<file path="config.mk">
export PLATFORM = sky130hd
export DESIGN_NAME = acc_alu
export DESIGN_NICKNAME = d
export VERILOG_FILES = /design/src/rtl/acc_alu_pkg.sv /design/src/rtl/acc_alu_addsub.sv /design/src/rtl/acc_alu_bitops.sv /design/src/rtl/acc_alu_muldiv.sv /design/src/rtl/acc_alu.sv
export SDC_FILE = /design/constraint.sdc
export NUM_CORES = 1
export LEC_CHECK = 0
export ABC_CLOCK_PERIOD_IN_PS = 4300
export BUFFER_PORTS_ARGS = -buffer_cell sky130_fd_sc_hd__clkbuf_2
export CORE_UTILIZATION = 35
export CTS_CLUSTER_SIZE = 20
export DETAILED_ROUTE_END_ITERATION = 12
export PLACE_DENSITY = 0.53
export SYNTH_ARGS = -nofsm -noshare
export SYNTH_HDL_FRONTEND = slang
export SYNTH_SLANG_ARGS = --single-unit
</file>
<file path="constraint.sdc">
create_clock -name clk -period 4.3 [get_ports clk]
set_input_delay 0.86 -clock clk [delete_from_list [all_inputs] [get_ports clk]]
set_output_delay 0.86 -clock clk [all_outputs]
set_load 0.005 [all_outputs]
</file>
<file path="src/rtl/acc_alu_pkg.sv">
package acc_alu_pkg;
  localparam int OPW = 5;

  typedef enum logic [OPW-1:0] {
    OP_ADD  = 5'd0,
    OP_ADDC = 5'd1,
    OP_SUBB = 5'd2,
    OP_INC  = 5'd3,
    OP_DEC  = 5'd4,
    OP_AND  = 5'd5,
    OP_OR   = 5'd6,
    OP_XOR  = 5'd7,
    OP_CLR  = 5'd8,
    OP_CPL  = 5'd9,
    OP_RL   = 5'd10,
    OP_RLC  = 5'd11,
    OP_RR   = 5'd12,
    OP_RRC  = 5'd13,
    OP_SWAP = 5'd14,
    OP_XCHD = 5'd15,
    OP_DA   = 5'd16,
    OP_MUL  = 5'd17,
    OP_DIV  = 5'd18
  } alu_op_e;
endpackage

</file>
<file path="src/rtl/acc_alu_addsub.sv">
module acc_alu_addsub
  import acc_alu_pkg::*;
#(
  parameter int W = 8
) (
  input  alu_op_e      op,
  input  logic [W-1:0] a,
  input  logic [W-1:0] opnd,
  input  logic         cy_in,
  input  logic         ac_in,
  input  logic         ov_in,
  output logic [W-1:0] res,
  output logic         cy_out,
  output logic         ac_out,
  output logic         ov_out
);
  localparam int NIB = 4;

  logic [W:0]   full;
  logic [NIB:0] half;
  logic         cin;

  always_comb begin
    res    = a;
    cy_out = cy_in;
    ac_out = ac_in;
    ov_out = ov_in;
    full   = '0;
    half   = '0;
    cin    = 1'b0;
    case (op)
      OP_ADD, OP_ADDC: begin
        cin    = (op == OP_ADDC) & cy_in;
        full   = {1'b0, a} + {1'b0, opnd} + {{W{1'b0}}, cin};
        half   = {1'b0, a[NIB-1:0]} + {1'b0, opnd[NIB-1:0]} + {{NIB{1'b0}}, cin};
        res    = full[W-1:0];
        cy_out = full[W];
        ac_out = half[NIB];
        ov_out = (a[W-1] == opnd[W-1]) && (full[W-1] != a[W-1]);
      end
      OP_SUBB: begin
        full   = {1'b0, a} - {1'b0, opnd} - {{W{1'b0}}, cy_in};
        half   = {1'b0, a[NIB-1:0]} - {1'b0, opnd[NIB-1:0]} - {{NIB{1'b0}}, cy_in};
        res    = full[W-1:0];
        cy_out = full[W];
        ac_out = half[NIB];
        ov_out = (a[W-1] != opnd[W-1]) && (full[W-1] != a[W-1]);
      end
      OP_INC: res = a + W'(1);
      OP_DEC: res = a - W'(1);
      default: ;
    endcase
  end
endmodule

</file>
<file path="src/rtl/acc_alu_bitops.sv">
module acc_alu_bitops
  import acc_alu_pkg::*;
#(
  parameter int W = 8
) (
  input  alu_op_e      op,
  input  logic [W-1:0] a,
  input  logic [W-1:0] opnd,
  input  logic         cy_in,
  input  logic         ac_in,
  output logic [W-1:0] res,
  output logic [W-1:0] mem,
  output logic         cy_out
);
  localparam int NIB = 4;

  logic [W:0] adj;

  always_comb begin
    res    = a;
    mem    = opnd;
    cy_out = cy_in;
    adj    = {1'b0, a};
    case (op)
      OP_AND:  res = a & opnd;
      OP_OR:   res = a | opnd;
      OP_XOR:  res = a ^ opnd;
      OP_CLR:  res = '0;
      OP_CPL:  res = ~a;
      OP_RL:   res = {a[W-2:0], a[W-1]};
      OP_RR:   res = {a[0], a[W-1:1]};
      OP_RLC: begin
        res    = {a[W-2:0], cy_in};
        cy_out = a[W-1];
      end
      OP_RRC: begin
        res    = {cy_in, a[W-1:1]};
        cy_out = a[0];
      end
      OP_SWAP: res = {a[NIB-1:0], a[W-1:NIB]};
      OP_XCHD: begin
        res = {a[W-1:NIB], opnd[NIB-1:0]};
        mem = {opnd[W-1:NIB], a[NIB-1:0]};
      end
      OP_DA: begin
        if (a[NIB-1:0] > 4'd9 || ac_in)
          adj = adj + (W+1)'(6);
        if (adj[W-1:NIB] > 4'd9 || cy_in || adj[W])
          adj = adj + (W+1)'(8'h60);
        res    = adj[W-1:0];
        cy_out = cy_in | adj[W];
      end
      default: ;
    endcase
  end
endmodule

</file>
<file path="src/rtl/acc_alu_muldiv.sv">
module acc_alu_muldiv #(
  parameter int W     = 8,
  parameter int STEPS = 4
) (
  input  logic         clk,
  input  logic         rst_n,
  input  logic         go,
  input  logic         is_div,
  input  logic [W-1:0] a,
  input  logic [W-1:0] b,
  output logic         busy,
  output logic         last,
  output logic         div_mode,
  output logic         div_zero,
  output logic [W-1:0] res_hi,
  output logic [W-1:0] res_lo
);
  localparam int BPS = W / STEPS;
  localparam int CW  = (STEPS > 2) ? $clog2(STEPS) : 1;

  logic [W-1:0]  hi_q, lo_q, dvs_q, hi_n, lo_n, dvs_n;
  logic          div_q, div_n, busy_q, busy_n;
  logic [CW-1:0] cnt_q, cnt_n;

  logic [W-1:0] hv, lv, dv;
  logic         mv;
  logic [W:0]   rem_t, sum_t;

  // one engine step: BPS shift-subtract or shift-add iterations
  always_comb begin
    hv    = go ? '0 : hi_q;
    lv    = go ? a : lo_q;
    dv    = go ? b : dvs_q;
    mv    = go ? is_div : div_q;
    rem_t = '0;
    sum_t = '0;
    for (int i = 0; i < BPS; i++) begin
      if (mv) begin
        rem_t = {hv, lv[W-1]};
        lv    = {lv[W-2:0], 1'b0};
        if (rem_t >= {1'b0, dv}) begin
          rem_t = rem_t - {1'b0, dv};
          lv[0] = 1'b1;
        end
        hv = rem_t[W-1:0];
      end else begin
        sum_t = {1'b0, hv} + (lv[0] ? {1'b0, dv} : '0);
        lv    = {sum_t[0], lv[W-1:1]};
        hv    = sum_t[W:1];
      end
    end
  end

  assign last = busy_q && (cnt_q == CW'(STEPS - 1));

  always_comb begin
    hi_n   = hi_q;
    lo_n   = lo_q;
    dvs_n  = dvs_q;
    div_n  = div_q;
    busy_n = busy_q;
    cnt_n  = cnt_q;
    if (go) begin
      hi_n   = hv;
      lo_n   = lv;
      dvs_n  = b;
      div_n  = is_div;
      busy_n = 1'b1;
      cnt_n  = CW'(1);
    end else if (busy_q) begin
      hi_n  = hv;
      lo_n  = lv;
      cnt_n = cnt_q + CW'(1);
      if (last)
        busy_n = 1'b0;
    end
  end

  always_ff @(posedge clk or negedge rst_n) begin
    if (!rst_n) begin
      hi_q   <= '0;
      lo_q   <= '0;
      dvs_q  <= '0;
      div_q  <= 1'b0;
      busy_q <= 1'b0;
      cnt_q  <= '0;
    end else begin
      hi_q   <= hi_n;
      lo_q   <= lo_n;
      dvs_q  <= dvs_n;
      div_q  <= div_n;
      busy_q <= busy_n;
      cnt_q  <= cnt_n;
    end
  end

  assign busy     = busy_q;
  assign div_mode = div_q;
  assign div_zero = (dvs_q == '0);
  assign res_hi   = hv;
  assign res_lo   = lv;
endmodule

</file>
<file path="src/rtl/acc_alu.sv">
module acc_alu
  import acc_alu_pkg::*;
#(
  parameter int W     = 8,
  parameter int STEPS = 4
) (
  input  logic         clk,
  input  logic         rst_n,
  input  logic         start,
  input  logic [4:0]   op,
  input  logic [W-1:0] acc_in,
  input  logic [W-1:0] opnd_in,
  input  logic [W-1:0] b_in,
  input  logic         cy_in,
  input  logic         ac_in,
  input  logic         ov_in,
  output logic [W-1:0] acc_out,
  output logic [W-1:0] b_out,
  output logic [W-1:0] mem_out,
  output logic         cy_out,
  output logic         ac_out,
  output logic         ov_out,
  output logic         busy,
  output logic         done
);
  logic rst_meta_q, rst_q;

  always_ff @(posedge clk or negedge rst_n) begin
    if (!rst_n) begin
      rst_meta_q <= 1'b0;
      rst_q      <= 1'b0;
    end else begin
      rst_meta_q <= 1'b1;
      rst_q      <= rst_meta_q;
    end
  end

  alu_op_e op_e;
  logic    is_arith, is_md, accept, md_go;

  assign op_e     = alu_op_e'(op);
  assign is_arith = (op_e == OP_ADD) || (op_e == OP_ADDC) || (op_e == OP_SUBB) ||
                    (op_e == OP_INC) || (op_e == OP_DEC);
  assign is_md    = (op_e == OP_MUL) || (op_e == OP_DIV);

  logic         md_busy, md_last, md_div, md_dz;
  logic [W-1:0] md_hi, md_lo;

  assign accept = start && !md_busy;
  assign md_go  = accept && is_md;

  logic [W-1:0] as_res;
  logic         as_cy, as_ac, as_ov;
  logic [W-1:0] bo_res, bo_mem;
  logic         bo_cy;

  acc_alu_addsub #(.W(W)) u_addsub (
    .op(op_e), .a(acc_in), .opnd(opnd_in), .cy_in(cy_in), .ac_in(ac_in), .ov_in(ov_in),
    .res(as_res), .cy_out(as_cy), .ac_out(as_ac), .ov_out(as_ov)
  );

  acc_alu_bitops #(.W(W)) u_bitops (
    .op(op_e), .a(acc_in), .opnd(opnd_in), .cy_in(cy_in), .ac_in(ac_in),
    .res(bo_res), .mem(bo_mem), .cy_out(bo_cy)
  );

  acc_alu_muldiv #(.W(W), .STEPS(STEPS)) u_muldiv (
    .clk(clk), .rst_n(rst_q), .go(md_go), .is_div(op_e == OP_DIV),
    .a(acc_in), .b(b_in), .busy(md_busy), .last(md_last),
    .div_mode(md_div), .div_zero(md_dz), .res_hi(md_hi), .res_lo(md_lo)
  );

  logic [W-1:0] a_q, b_q, m_q, pm_q, a_n, b_n, m_n, pm_n;
  logic         cy_q, ac_q, ov_q, done_q, pac_q;
  logic         cy_n, ac_n, ov_n, done_n, pac_n;

  always_comb begin
    a_n    = a_q;
    b_n    = b_q;
    m_n    = m_q;
    cy_n   = cy_q;
    ac_n   = ac_q;
    ov_n   = ov_q;
    pac_n  = pac_q;
    pm_n   = pm_q;
    done_n = 1'b0;
    if (md_last) begin
      a_n    = md_lo;
      b_n    = md_hi;
      m_n    = pm_q;
      cy_n   = 1'b0;
      ac_n   = pac_q;
      ov_n   = md_div ? md_dz : (md_hi != '0);
      done_n = 1'b1;
    end else if (accept) begin
      if (is_md) begin
        pac_n = ac_in;
        pm_n  = opnd_in;
      end else begin
        a_n    = is_arith ? as_res : bo_res;
        b_n    = b_in;
        m_n    = bo_mem;
        cy_n   = is_arith ? as_cy : bo_cy;
        ac_n   = is_arith ? as_ac : ac_in;
        ov_n   = is_arith ? as_ov : ov_in;
        done_n = 1'b1;
      end
    end
  end

  always_ff @(posedge clk or negedge rst_q) begin
    if (!rst_q) begin
      a_q    <= '0;
      b_q    <= '0;
      m_q    <= '0;
      pm_q   <= '0;
      cy_q   <= 1'b0;
      ac_q   <= 1'b0;
      ov_q   <= 1'b0;
      pac_q  <= 1'b0;
      done_q <= 1'b0;
    end else begin
      a_q    <= a_n;
      b_q    <= b_n;
      m_q    <= m_n;
      pm_q   <= pm_n;
      cy_q   <= cy_n;
      ac_q   <= ac_n;
      ov_q   <= ov_n;
      pac_q  <= pac_n;
      done_q <= done_n;
    end
  end

  assign acc_out = a_q;
  assign b_out   = b_q;
  assign mem_out = m_q;
  assign cy_out  = cy_q;
  assign ac_out  = ac_q;
  assign ov_out  = ov_q;
  assign busy    = md_busy;
  assign done    = done_q;
endmodule

</file>
==> results by stage <==
Synth:
- The share of async-settable or async-resettable flops after synthesis is 1.000.
- The synthesized design spends more area on one cell type than any other, namely sky130_fd_sc_hd__dfrtp_1.
- The post-synthesis compound-gate area fraction is 0.2925.
- The post-synthesis share of cell area spent on full adders, half adders and majority gates is 0.1410.
- The number of different library cells used by synthesis comes to 85.
- The cell area after synthesis is between 7000 and 8000 um2.
- Of the synthesized area, sequential elements account for 0.2299.
- The fraction of synthesized area in multiplexers is 0.03603.
- Synthesis produced a netlist with a net count of 1020.
- The xor and xnor fraction of the mapped netlist area is 0.06125.
- The gate count after technology mapping is just over 900.
- The most instantiated library cell after synthesis is sky130_fd_sc_hd__nand2_1.
- After synthesis, the largest family of logic cells by area is compound AO/OA/AOI/OAI gates.
- Yosys attributes the largest share of cell area to sky130_fd_sc_hd__dfrtp_1 (23%), sky130_fd_sc_hd__ha_1 (11%), sky130_fd_sc_hd__nand2_1 (5.1%).
- The synthesized-area fraction occupied by and/or/nand/nor cells is 0.1860.
- After synthesis the netlist holds a flip-flop and latch count of 67.
- The average cell area after synthesis is between 8 and 9 um2.
- The count of flip-flops with a built-in enable after synthesis is 0.
- In the synthesized netlist the dominant register cell turns out to be sky130_fd_sc_hd__dfrtp_1.
- By count the netlist is led by sky130_fd_sc_hd__nand2_1 (100), sky130_fd_sc_hd__nor2_1 (72), sky130_fd_sc_hd__o21ai_0 (72).
- Yosys printed 0 warnings.
- Of the post-synthesis cell area, the dominant cell type holds 0.2299.

Worst setup path:
- In this design, the stage delay of the slowest critical-path cell is 0.42 ns.
- Data arrives at the worst endpoint at about 5.6 ns.
- Of all nets on the critical path, the largest fanout is 4.
- The worst setup path is captured at a flip-flop.
- The startpoint of the worst register-to-register path is u_muldiv.busy$_DFF_PN0_.
- The library cell appearing most often on the critical path is sky130_fd_sc_hd__a21oi_2.
- The length in cells of the worst reg-to-reg path is 21.
- The critical path is of the in -> reg type.
- The capture instance of the worst register-to-register path is ov_out$_DFFE_PN0P_.
- Broken down by cell family, the worst path's largest delay share belongs to compound AO/OA/AOI/OAI gates.
- STA classifies the critical path startpoint as an input port.
- Together, buffers and inverters on the worst path number 3.
- For the worst setup path, the data required time is roughly 4.5 ns.
- The critical-path cell with the highest stage delay is sky130_fd_sc_hd__or3b_4.
- The internal reg-to-reg setup slack is -0.69 ns.
- In this run the worst setup path begins at op[3].

Layout:
- The final instance area is ~10000 um2.
- 0 antenna diodes ended up in the layout.
- At the end of the flow the core is filled with cells to 0.4972.
- The count of nets after finishing is 1263.
- The area growth from synthesis to final layout is 38.39%.
- The final cell count without fillers is roughly 1400.
- The share of layout cells above drive strength 1 is 0.3345.

Routing:
- For this run, the detailed router's first-pass iteration total came to 5.
- The number of remaining DRC errors is 0.
- The sum of routed wire length over all layers is about 28000 um.
- The average wire per cell in the routed design is 19.93 um.
- The total via count after detailed routing is between 7000 and 8000.
- The number of vias per cell is 5.590.
- The initial detailed-routing violation count is 671.
- The final antenna-violating net count is 0.

Place:
- The estimated wirelength of the detail-placed design is around 22000 um.
- In this run, placement finished with an instance count of about 1400.
- The count of buffers added on input and output ports is 63.
- The final estimated routing congestion in global placement is about 0.95.
- The instance area at placement is 9410 um2.

Die:
- The floorplan die width is approximately 150 um.
- The floorplan step set the die height to around 150 um.
- The floorplan step defined a die boundary enclosing 21420 um2.
- The initial utilization of the core area, before any placement, comes to 0.3593.
- The number of top-level design ports is 64.
- The region available for standard cell placement spans 20300 um2.
- The count of standard-cell rows is between 50 and 60.

Clocking:
- The number of clock sinks is 67.
- Buffers inserted during clock tree synthesis total 9.
- The H-tree generated during clock tree synthesis spans 3 levels.
- The clock tree buffer depth is 2.
- The clock slew seen by the registers of the worst setup and hold paths is ~0.060 ns.
- Hold repair after CTS inserted 0 buffers.
- In this run the clock root is driven by a sky130_fd_sc_hd__clkbuf_16.
- The TritonCTS clock tree is built.
- At the later pin of the worst-skew pair, clock insertion delay measures around 0.34 ns.

Global route:
- The global route total overflow is 0.
- The overall global routing resource usage is 0.2702.
- The global-route wire length before repair is roughly 44000 um.
- The number of antenna violations at the first check in global routing was 0.
- The via count of the first global-routing pass was 7708.
- The maximum number of pins on one net before global-route repair is 60.

STA:
- Setup repair after global routing could not meet its margin everywhere.
- The maximum clock frequency is ~0.19 GHz.
- In the post-route analysis, the smallest setup slack over all paths is -1.028 ns.
- The number of hold-slack violations in the final timing report was 0.
- The count of final setup violators is 19.
- Counting I/O delays and the setup requirement, the final critical path takes 5.328 ns.
- The headroom to the max-slew limit is 0.3358.
- Dividing the final minimum period by the clock period gives 1.239.
- At the pin with the least slew margin, the transition time is 0.9897 ns.
- The number of slew-limit violations in the final report is 0.
- For the final database, setup skew stands at 0.008803 ns.

Pwr:
- The power after layout is about 7.4 mW.
- The maximum vdd drop is approximately 0.54 mV.
- For this design the ratio of total power to cell area is roughly 730 nW/um2.
- Summed over all cells, the static leakage comes to 4.771 nW.

Min path:
- The worst hold path belongs to the class reg -> async.

Job:
- Across the run, the number of max-cap violations was 0.

Outcome:
- The final reports fail on setup timing.
- The run finished, with violations left.
cells in the final DEF, fill, tap and decap left out, drive strengths merged, types with 21 or more instances in the layout:
cell type / netlist / layout
a21oi: 53 / 53
buf: 9 / 214
clkbuf: 36 / 76
dfrtp: 67 / 67
ha: 67 / 67
inv: 53 / 53
mux2i: 24 / 24
nand2: 101 / 101
nand3: 21 / 21
nor2: 72 / 72
o21ai: 76 / 76
xnor2: 41 / 41
where the power goes:
group          leakage [nW]  internal (mW)  switching, mW
logic                  3.81           2.67           2.83
clock network         0.146          0.477          0.284
registers             0.817          0.906          0.198
total                  4.77           4.05           3.31
per-stage QoR:
step / setup slack (ns) / setup TNS (ns) / hold slack [ns]
finish: -1.028 / -17.64 / 0.1090
global route: -1.246 / -22.09 / 0.1224
CTS: -1.091 / -19.08 / 0.1107
detailed placement: -1.729 / -30.96 / 0.1054
global placement: -1.714 / -30.41 / 0.1112
floorplan: -1.436 / -25.19 / 0.3312
final cells by class:
class	count	area, um2
fillers	2014	10210
flip-flops and latches	67	1678
well taps	270	337.8
clock inverters	2	35.03
multi-input cells	745	5623
repair buffers	277	1961
clock buffers	13	260.3
inverters	53	198.9
repair_timing:
action | in CTS | in global routing
pin swaps | 29 | 14
gates resized for setup | 44 | 11
endpoints found under the hold margin | 0 | 0
endpoints found under the setup margin | 19 | 21
buffers inserted | 12 | 7
registers in the layout, summed over array words and instances, names as in the netlist:
name and count:
acc_out 8, b_out 8, mem_out 8, pm_q 8, u_muldiv.dvs_q 8, u_muldiv.hi_q 8
u_muldiv.lo_q 8, u_muldiv.cnt_q 2, ac_out 1, cy_out 1, done 1, ov_out 1
pac_q 1, rst_meta_q 1, rst_q 1, u_muldiv.busy 1, u_muldiv.div_mode 1
metal layers:
| metal | GRT usage | routed length [um] | part of all wire |
|---|---|---|---|
| met1 | 0.3989 | 13890 | 0.49 |
| met2 | 0.4055 | 12220 | 0.43 |
| met3 | 0.04438 | 1907 | 0.067 |
| met4 | 0.06771 | 420 | 0.015 |
| met5 | 0 | 0 | 0 |
worst reg2reg max path: stages, from the launching register on:
cell and delay [ns]:
sky130_fd_sc_hd__dfrtp_1 0.38, sky130_fd_sc_hd__nor2b_1 0.24, sky130_fd_sc_hd__nand3_4 0.19, sky130_fd_sc_hd__mux2i_2 0.24
sky130_fd_sc_hd__or2_4 0.27, sky130_fd_sc_hd__buf_4 0.13, sky130_fd_sc_hd__buf_4 0.13, sky130_fd_sc_hd__fa_2 0.36
sky130_fd_sc_hd__nand4b_1 0.24, sky130_fd_sc_hd__nor4_2 0.24, sky130_fd_sc_hd__a311oi_1 0.09, sky130_fd_sc_hd__buf_4 0.17
sky130_fd_sc_hd__o21ai_4 0.18, sky130_fd_sc_hd__xnor2_2 0.09, sky130_fd_sc_hd__a21oi_2 0.19, sky130_fd_sc_hd__ha_1 0.27
sky130_fd_sc_hd__and3_4 0.18, sky130_fd_sc_hd__and4_4 0.17, sky130_fd_sc_hd__a311o_1 0.38, sky130_fd_sc_hd__o211ai_2 0.23
sky130_fd_sc_hd__o221ai_4 0.17, sky130_fd_sc_hd__o32a_1 0.35
cell families after synthesis:
kind of cell / Yosys count
DFF: 67
muxes: 26
buffers and inverters: 98
other: 1
AOI/OAI and AO/OA: 305
adders and majority gates: 78
and+or+nand+nor: 284
xor gates and xnor gates: 51
worst max-delay path by stage:
stage                               endpoint  slack [ns]  cells after the start
final                     ov_out$_DFFE_PN0P_       -1.03                     25
after floorplan           ov_out$_DFFE_PN0P_       -1.44                     26
after global placement    ov_out$_DFFE_PN0P_       -1.71                     23
after global routing      ov_out$_DFFE_PN0P_       -1.25                     25
after detailed placement  ov_out$_DFFE_PN0P_       -1.73                     21
after CTS                 ov_out$_DFFE_PN0P_       -1.09                     25
No activity file was read; power rests on OpenSTA's default activity.
